`config.mk`:
```
export PLATFORM = sky130hd
export DESIGN_NAME = clkmode_ctrl
export DESIGN_NICKNAME = d
export VERILOG_FILES = /design/src/rtl/clkmode_pkg.sv /design/src/rtl/clkmode_inreg.sv /design/src/rtl/clkmode_fsm.sv /design/src/rtl/clkmode_outdec.sv /design/src/rtl/clkmode_ctrl.sv
export SDC_FILE = /design/constraint.sdc
export NUM_CORES = 1
export LEC_CHECK = 0
export BUFFER_PORTS_ARGS = -buffer_cell sky130_fd_sc_hd__buf_2
export CAP_MARGIN = 20
export CORE_MARGIN = 10
export CORE_UTILIZATION = 49
export DETAILED_ROUTE_END_ITERATION = 7
export PLACE_DENSITY = 0.73
export SLEW_MARGIN = 10
export SYNTH_ARGS = -nofsm -noshare
export SYNTH_HDL_FRONTEND = slang
export SYNTH_SLANG_ARGS = --single-unit
export TNS_END_PERCENT = 50
```
`constraint.sdc`:
```
create_clock -name clk -period 2.3 [get_ports clk]
set_clock_uncertainty 0.2 [all_clocks]
set_input_delay 0.345 -clock clk [delete_from_list [all_inputs] [get_ports clk]]
set_output_delay 0.345 -clock clk [all_outputs]
set_load 0.01 [all_outputs]
```
`src/rtl/clkmode_pkg.sv`:
```
package clkmode_pkg;

  localparam int MODE_W = 3;
  localparam int SEL_W  = 2;

  typedef enum logic [MODE_W-1:0] {
    MD_ENG_INT    = 3'd0,
    MD_ENG_EXT    = 3'd1,
    MD_BYP_INT    = 3'd2,
    MD_BYP_INT_LP = 3'd3,
    MD_BYP_EXT    = 3'd4,
    MD_BYP_EXT_LP = 3'd5,
    MD_STOP       = 3'd6
  } mode_e;

  typedef struct packed {
    logic             ref_int;
    logic [SEL_W-1:0] src;
    logic             lp;
    logic             dbg;
    logic             stop;
  } ctl_t;

  localparam int CTL_W = $bits(ctl_t);

  localparam logic [SEL_W-1:0] SRC_FLL  = 2'b00;
  localparam logic [SEL_W-1:0] SRC_INT  = 2'b01;
  localparam logic [SEL_W-1:0] SRC_EXT  = 2'b10;
  localparam logic [SEL_W-1:0] SRC_NONE = 2'b11;

  // Low-power bypass is granted only with debug idle.
  function automatic logic lp_granted(ctl_t c);
    return c.lp && !c.dbg;
  endfunction

  // Next running mode from registered controls; illegal combos hold.
  function automatic mode_e decode_mode(ctl_t c, mode_e cur);
    mode_e nxt;
    nxt = cur;
    unique case (c.src)
      SRC_FLL: nxt = c.ref_int ? MD_ENG_INT : MD_ENG_EXT;
      SRC_INT: if (c.ref_int)
                 nxt = lp_granted(c) ? MD_BYP_INT_LP : MD_BYP_INT;
      SRC_EXT: if (!c.ref_int)
                 nxt = lp_granted(c) ? MD_BYP_EXT_LP : MD_BYP_EXT;
      default: nxt = cur;
    endcase
    return nxt;
  endfunction

  function automatic logic [SEL_W-1:0] mux_sel(mode_e m);
    case (m)
      MD_ENG_INT, MD_ENG_EXT:       return SRC_FLL;
      MD_BYP_INT, MD_BYP_INT_LP:    return SRC_INT;
      MD_BYP_EXT, MD_BYP_EXT_LP:    return SRC_EXT;
      default:                      return SRC_NONE;
    endcase
  endfunction

  function automatic logic fll_on(mode_e m);
    return !(m == MD_BYP_INT_LP || m == MD_BYP_EXT_LP || m == MD_STOP);
  endfunction

  function automatic logic iref_on(mode_e m);
    return (m == MD_ENG_INT || m == MD_BYP_INT || m == MD_BYP_INT_LP);
  endfunction

  function automatic logic is_engaged(mode_e m);
    return (m == MD_ENG_INT || m == MD_ENG_EXT);
  endfunction

endpackage

```
`src/rtl/clkmode_inreg.sv`:
```
module clkmode_inreg #(
  parameter int W = 1
) (
  input  logic         clk,
  input  logic         rst_n,
  input  logic [W-1:0] rst_val,
  input  logic [W-1:0] d,
  output logic [W-1:0] q
);
  always_ff @(posedge clk or negedge rst_n) begin
    if (!rst_n) q <= rst_val;
    else        q <= d;
  end
endmodule

```
`src/rtl/clkmode_fsm.sv`:
```
module clkmode_fsm
  import clkmode_pkg::*;
(
  input  logic  clk,
  input  logic  rst_n,
  input  ctl_t  ctl_q,
  output mode_e mode_q,
  output mode_e saved_q,
  output logic  vld_q
);
  always_ff @(posedge clk or negedge rst_n) begin
    if (!rst_n) begin
      mode_q  <= MD_ENG_INT;
      saved_q <= MD_ENG_INT;
      vld_q   <= 1'b0;
    end else begin
      vld_q <= 1'b1;
      if (ctl_q.stop) begin
        if (mode_q != MD_STOP) begin
          saved_q <= mode_q;
          mode_q  <= MD_STOP;
        end
      end else if (mode_q == MD_STOP) begin
        mode_q <= saved_q;
      end else begin
        mode_q <= decode_mode(ctl_q, mode_q);
      end
    end
  end
endmodule

```
`src/rtl/clkmode_outdec.sv`:
```
module clkmode_outdec
  import clkmode_pkg::*;
(
  input  mode_e            mode,
  input  logic             lock,
  output logic [SEL_W-1:0] clk_sel,
  output logic             fll_en,
  output logic             iref_en,
  output logic             clk_ok
);
  always_comb begin
    clk_sel = mux_sel(mode);
    fll_en  = fll_on(mode);
    iref_en = iref_on(mode);
    if (is_engaged(mode))      clk_ok = lock;
    else if (mode == MD_STOP)  clk_ok = 1'b0;
    else                       clk_ok = 1'b1;
  end
endmodule

```
`src/rtl/clkmode_ctrl.sv`:
```
module clkmode_ctrl
  import clkmode_pkg::*;
(
  input  logic       clk,
  input  logic       rst_n,
  input  logic       ref_int_i,
  input  logic [1:0] src_sel_i,
  input  logic       lp_req_i,
  input  logic       dbg_act_i,
  input  logic       stop_req_i,
  input  logic       fll_lock_i,
  output logic [2:0] mode_o,
  output logic       mode_vld_o,
  output logic [1:0] clk_sel_o,
  output logic       fll_en_o,
  output logic       iref_en_o,
  output logic       clk_ok_o
);
  ctl_t              ctl_d, ctl_q, ctl_rst;
  logic [CTL_W-1:0]  ctl_q_raw;
  mode_e             mode_q, saved_q;
  logic              vld_q;

  // Named internal events for the checker.
  logic stop_enter, stop_exit, hold_evt;

  assign ctl_d   = '{ref_int: ref_int_i, src: src_sel_i, lp: lp_req_i,
                     dbg: dbg_act_i, stop: stop_req_i};
  assign ctl_rst = '{ref_int: 1'b1, src: SRC_FLL, lp: 1'b0,
                     dbg: 1'b0, stop: 1'b0};

  clkmode_inreg #(.W(CTL_W)) u_inreg (
    .clk     (clk),
    .rst_n   (rst_n),
    .rst_val (ctl_rst),
    .d       (ctl_d),
    .q       (ctl_q_raw)
  );
  assign ctl_q = ctl_t'(ctl_q_raw);

  clkmode_fsm u_fsm (
    .clk     (clk),
    .rst_n   (rst_n),
    .ctl_q   (ctl_q),
    .mode_q  (mode_q),
    .saved_q (saved_q),
    .vld_q   (vld_q)
  );

  clkmode_outdec u_outdec (
    .mode    (mode_q),
    .lock    (fll_lock_i),
    .clk_sel (clk_sel_o),
    .fll_en  (fll_en_o),
    .iref_en (iref_en_o),
    .clk_ok  (clk_ok_o)
  );

  assign stop_enter = ctl_q.stop && (mode_q != MD_STOP);
  assign stop_exit  = !ctl_q.stop && (mode_q == MD_STOP);
  assign hold_evt   = !ctl_q.stop && (mode_q != MD_STOP) &&
                      (decode_mode(ctl_q, MD_STOP) == MD_STOP);

  assign mode_o     = mode_q;
  assign mode_vld_o = vld_q;
endmodule

```
# Word level (Yosys, flattened, before mapping)

Cells that the tools add are included.

Reduce and logical (&&, ||, !) cells: 16
Equality and inequality tests: 12
Muxes and demuxes: 12

Operators with widths:

| operator             | count |
|---|---|
| $mux W3              | 5 |
| $eq A3 B3 Y1 const B | 3 |
| $pmux W3 S3          | 1 |
| $ne A4 B4 Y1 const B | 2 |
| $eq A3 B2 Y1 const B | 2 |
| $pmux W2 S3          | 1 |
| $reduce_or A2 Y1     | 3 |
| $logic_or A1 B1 Y1   | 5 |
| $mux W1              | 5 |
| $reduce_bool A5 Y1   | 1 |
| $reduce_and A4 Y1    | 1 |
| $eq A3 B1 Y1 const B | 1 |
| $logic_not A3 Y1     | 1 |
| $ne A3 B3 Y1 const B | 1 |
| $eq A2 B1 Y1 const B | 1 |
| $eq A2 B2 Y1 const B | 1 |
| $logic_not A1 Y1     | 2 |
| $logic_not A2 Y1     | 1 |
| $ne A2 B2 Y1 const B | 1 |
| $reduce_and A2 Y1    | 1 |
| $logic_and A1 B1 Y1  | 1 |

Input port bits: 9
Output and inout bits: 9
Logic and storage cells: 44
Register bits after elaboration: 13

# Longest topological paths before layout

Depth in word-level cells: 7
Mapped depth: 5

# Least setup slack after synthesis

No wires, ideal clock.

Path kind: register -> register
Start point: reg u_inreg.q[4]
End point: reg u_fsm.mode_q[0]
Stages on the path, launching flop included: 6
Slack: 619 ps
Path buffers: 0
Setup time: 116 ps
Data arrival time: 1366 ps
Cells stage by stage: dfrtp_1 -> inv_1 -> ha_1 -> or3_4 -> a211o_2 -> o311ai_0

Longest elaborated chain between the ends: 4
Elaborated cells between the ends (all ways): 10

Ends and longest elaborated chain:

| item                                 | line                | source |
|---|---|---|
| start, declared                      | clkmode_inreg.sv:8  | `output logic [W-1:0] q` |
| start signal, assigned               | clkmode_inreg.sv:11 | `if (!rst_n) q <= rst_val;` |
| $eq A2 B2 Y1 (tied with other cells) | clkmode_pkg.sv:40   | `unique case (c.src)` |
| $pmux W3 S3                          | clkmode_pkg.sv:40   |  |
| $mux W3                              | clkmode_fsm.sv:23   | `end else if (mode_q == MD_STOP) begin` |
| $mux W3                              | clkmode_fsm.sv:18   | `if (ctl_q.stop) begin` |
| end signal, assigned                 | clkmode_fsm.sv:24   | `mode_q <= saved_q;` |
| end signal, assigned                 | clkmode_fsm.sv:26   | `mode_q <= decode_mode(ctl_q, mode_q);` |
| end, declared                        | clkmode_fsm.sv:7    | `output mode_e mode_q,` |

Parallel ways exist; a longest one is shown, timed or not.
A chain may end at the register's enable or synchronous reset.

# Worst setup path after layout

Start point: reg u_fsm.mode_q[0]
End point: out clk_ok_o

Longest elaborated chain between the ends: 3
Elaborated cells between the ends (all ways): 6

Ends and longest elaborated chain:

| item                                          | line                                    | source |
|---|---|---|
| $eq A3 B3 Y1 (tied with other cells)          | clkmode_outdec.sv:16                    | `else if (mode == MD_STOP) clk_ok = 1'b0;` |
| $mux W1 or $logic_or A1 B1 Y1 (tied branches) | clkmode_outdec.sv:16, clkmode_pkg.sv:69 |  |
| $mux W1 (*)                                   | clkmode_outdec.sv:15                    | `if (is_engaged(mode)) clk_ok = lock;` |
| end, declared                                 | clkmode_ctrl.sv:17                      | `output logic clk_ok_o` |

Mark *: on every way between the ends. The rest lies on a longest branch, timed or not.

==> results.cfg <==
[status]
outcome = finished, final reports clean

[min_path]
hold_class = in -> async

[synthesis]
ys_types = 29
yosysWarnings = 0
ys_top_cells_by_area = dfrtp_1 (46%), ha_1 (7.6%), a21oi_1 (4.6%), dfstp_2 (4.0%), inv_1 (4.0%)
syn_inst = 63
synth.avg_cell_area_um2 = 10.4
syn_area_um2 = 657
yosysTopAreaCell = dfrtp_1
synth.top_cell.area_share_pct = 45.7
synth-seq-cells = 13
yosys-top-cells-count = dfrtp_1 (12), inv_1 (7), a21oi_1 (6)
yosysMostFrequentCell = dfrtp_1
synth-async-reset-ratio_pct = 100
synth_edf_count = 0
ys_seq_area_share_pct = 49.7
synth_top_flop_cell = dfrtp_1
syn_nets = 76

[cts]
cts_tree = built
cts_hold_buf = 7
htree_levels = 1
clock_latency_ns = 0.27
cts_sinks = 13
cts_resized = 0
cts.path.max_buffers = 2
cts_inserted_buffers = 3
clk_pin_slew_ns = 0.08
cts_setup_buffers = 0
cts_root_buffer = clkbuf_4

[final_layout]
drive_above_1_share_pct = 31.4
fin_nets = 100
antenna_cells = 0
syn2layout_area_growth_pct = 27.0
layout.cells.non_filler = 101

[place]
place_ws_ns = 0.533
placedCellCount = 90
numPortBuffers = 17
hpwl_um = 1060
place.gp.congestion = 0.766

[route]
num_vias = 517
drcViolationCount = 0
highest_layer = met3
wl_met1_um = 582
via_per_inst = 5.12
detail_route.iter0.violations = 10
wl_per_cell_um = 13.9
wl_met3_um = 140
drt-total-wl_um = 1400
first_pass_iters = 3
dr_wl_met2_um = 681
ant_nets = 0

[timing]
max_freq_mhz = 551
slew_violations = 0
setup_viol = 0
fin_crit_ns = 1.82
hold_viol = 0
tns_ns = 0
fin_crit_sh_pct = 78.9
rsz0062_at_grt = no
fin_ws_ns = 0.485

[critical_path]
critical_path_arrival_ns = 1.27
critPathLaunchType = register
worstSetupPathType = reg -> out
crit_path_max_fanout = 8
endpoint_kind = primary output
worst_r2r_path_depth = 5
critPathRequiredTime_ns = 1.75

[floorplanning]
die_h_um = 56.6
start_util_pct = 51.1
die_x_um = 56.6
num_io_pins = 18
die_area_um2 = 3210
row_count = 13
core_um2 = 1280

[grt]
grt_max_degree = 14
grt_pass1_wl_um = 2470
antenna_found_initial = 0
grt.overflow.total = 0
grt_pass1_vias = 577
grt_usage_pct = 9.48

[power_and_ir_drop]
powerDensity_nw_per_um2 = 1000
ir_worst_vdd_uv = 400
p_leak_nw = 0.411

[job]
maxCapViolCount = 0
[area by class of cell]
| cell class | count | area [um^2] |
|---|---|---|
| Tap cell | 15 | 18.8 |
| Sequential cell | 13 | 327 |
| Timing Repair Buffer | 24 | 155 |
| Multi-Input combinational cell | 38 | 282 |
| Clock buffer | 4 | 26.3 |
| Inverter | 7 | 26.3 |
| Fill cell | 97 | 450 |
[report_power, final]
group	switching [mW]	total, mW	internal (mW)
Clock	0.0705	0.138	0.0671
Combinational	0.182	0.351	0.168
Sequential	0.0656	0.346	0.281
Total	0.319	0.835	0.516
[layout by cell type, fill, tap and decap left out, drive strengths merged]
cell / count
or2: 1
a2111oi: 1
inv: 7
nor2: 5
nor3: 2
conb: 1
nand3: 1
a2bb2oi: 1
o31ai: 1
dfrtp: 12
o311ai: 1
and4: 1
xor2: 1
nand2b: 1
mux2i: 1
clkbuf: 4
nand3b: 1
buf: 17
a311oi: 1
or3: 1
dfstp: 1
nand2: 2
a211o: 1
o21ai: 1
dlygate4sd3: 7
a41oi: 1
a22o: 1
and3b: 1
a21oi: 6
ha: 4
[through the flow]
| step | hold slack, ns | utilization (%) | area, um^2 | total power, mW |
|---|---|---|---|---|
| floorplan | -0.151 | - | 657 | 0.580 |
| detailed placement | 0.0450 | 57.4 | 738 | 0.697 |
| global placement | 0.0427 | 57.4 | 738 | 0.685 |
| finish | 0.286 | 64.9 | 835 | 0.835 |
| global route | 0.292 | 64.9 | 835 | 0.907 |
| CTS | 0.288 | 64.9 | 835 | 0.848 |
[kinds of logic after synthesis]
| family | share of synthesized area (%) |
|---|---|
| simple gates | 14.7 |
| mux | 1.52 |
| compound gates | 17.1 |
| other cells | 0.571 |
| flops | 49.7 |
| xor+xnor | 1.33 |
| buf+inv | 7.43 |
| fa+ha+maj | 7.62 |
[state kept, by name (all words and copies together), names as in the netlist]
name,flops
u_inreg.q,6
u_fsm.vld_q,1
u_fsm.saved_q,3
u_fsm.mode_q,3
[worst max-delay path, cell delays in order (launching register included)]
cell and delay [ns]:
dfrtp_1 0.45, and3b_4 0.36, nor2_1 0.05, buf_2 0.14
[layer usage]
layer,vias up,track usage (%)
met5,-,0
met1,240,10.1
met3,0,5.17
met4,0,4.12
li1,259,-
met2,18,15.0
[worst paths after layout]
kind                                                   start                            to  slack (ns)
worst max register to register        u_inreg.q[4]$_DFF_PN0_   u_fsm.mode_q[2]$_DFFE_PN0P_        0.52
worst max-delay path             u_fsm.mode_q[0]$_DFFE_PN0P_                      clk_ok_o        0.48
min in group clk                u_fsm.saved_q[0]$_DFFE_PN0P_  u_fsm.saved_q[0]$_DFFE_PN0P_        0.34
worst min register to register  u_fsm.saved_q[0]$_DFFE_PN0P_  u_fsm.saved_q[0]$_DFFE_PN0P_        0.34
worst min-delay path                                   rst_n   u_fsm.mode_q[1]$_DFFE_PN0P_        0.29
max in group asynchronous                              rst_n        u_inreg.q[5]$_DFF_PN1_        1.34
(Power assumes the default switching activity.)
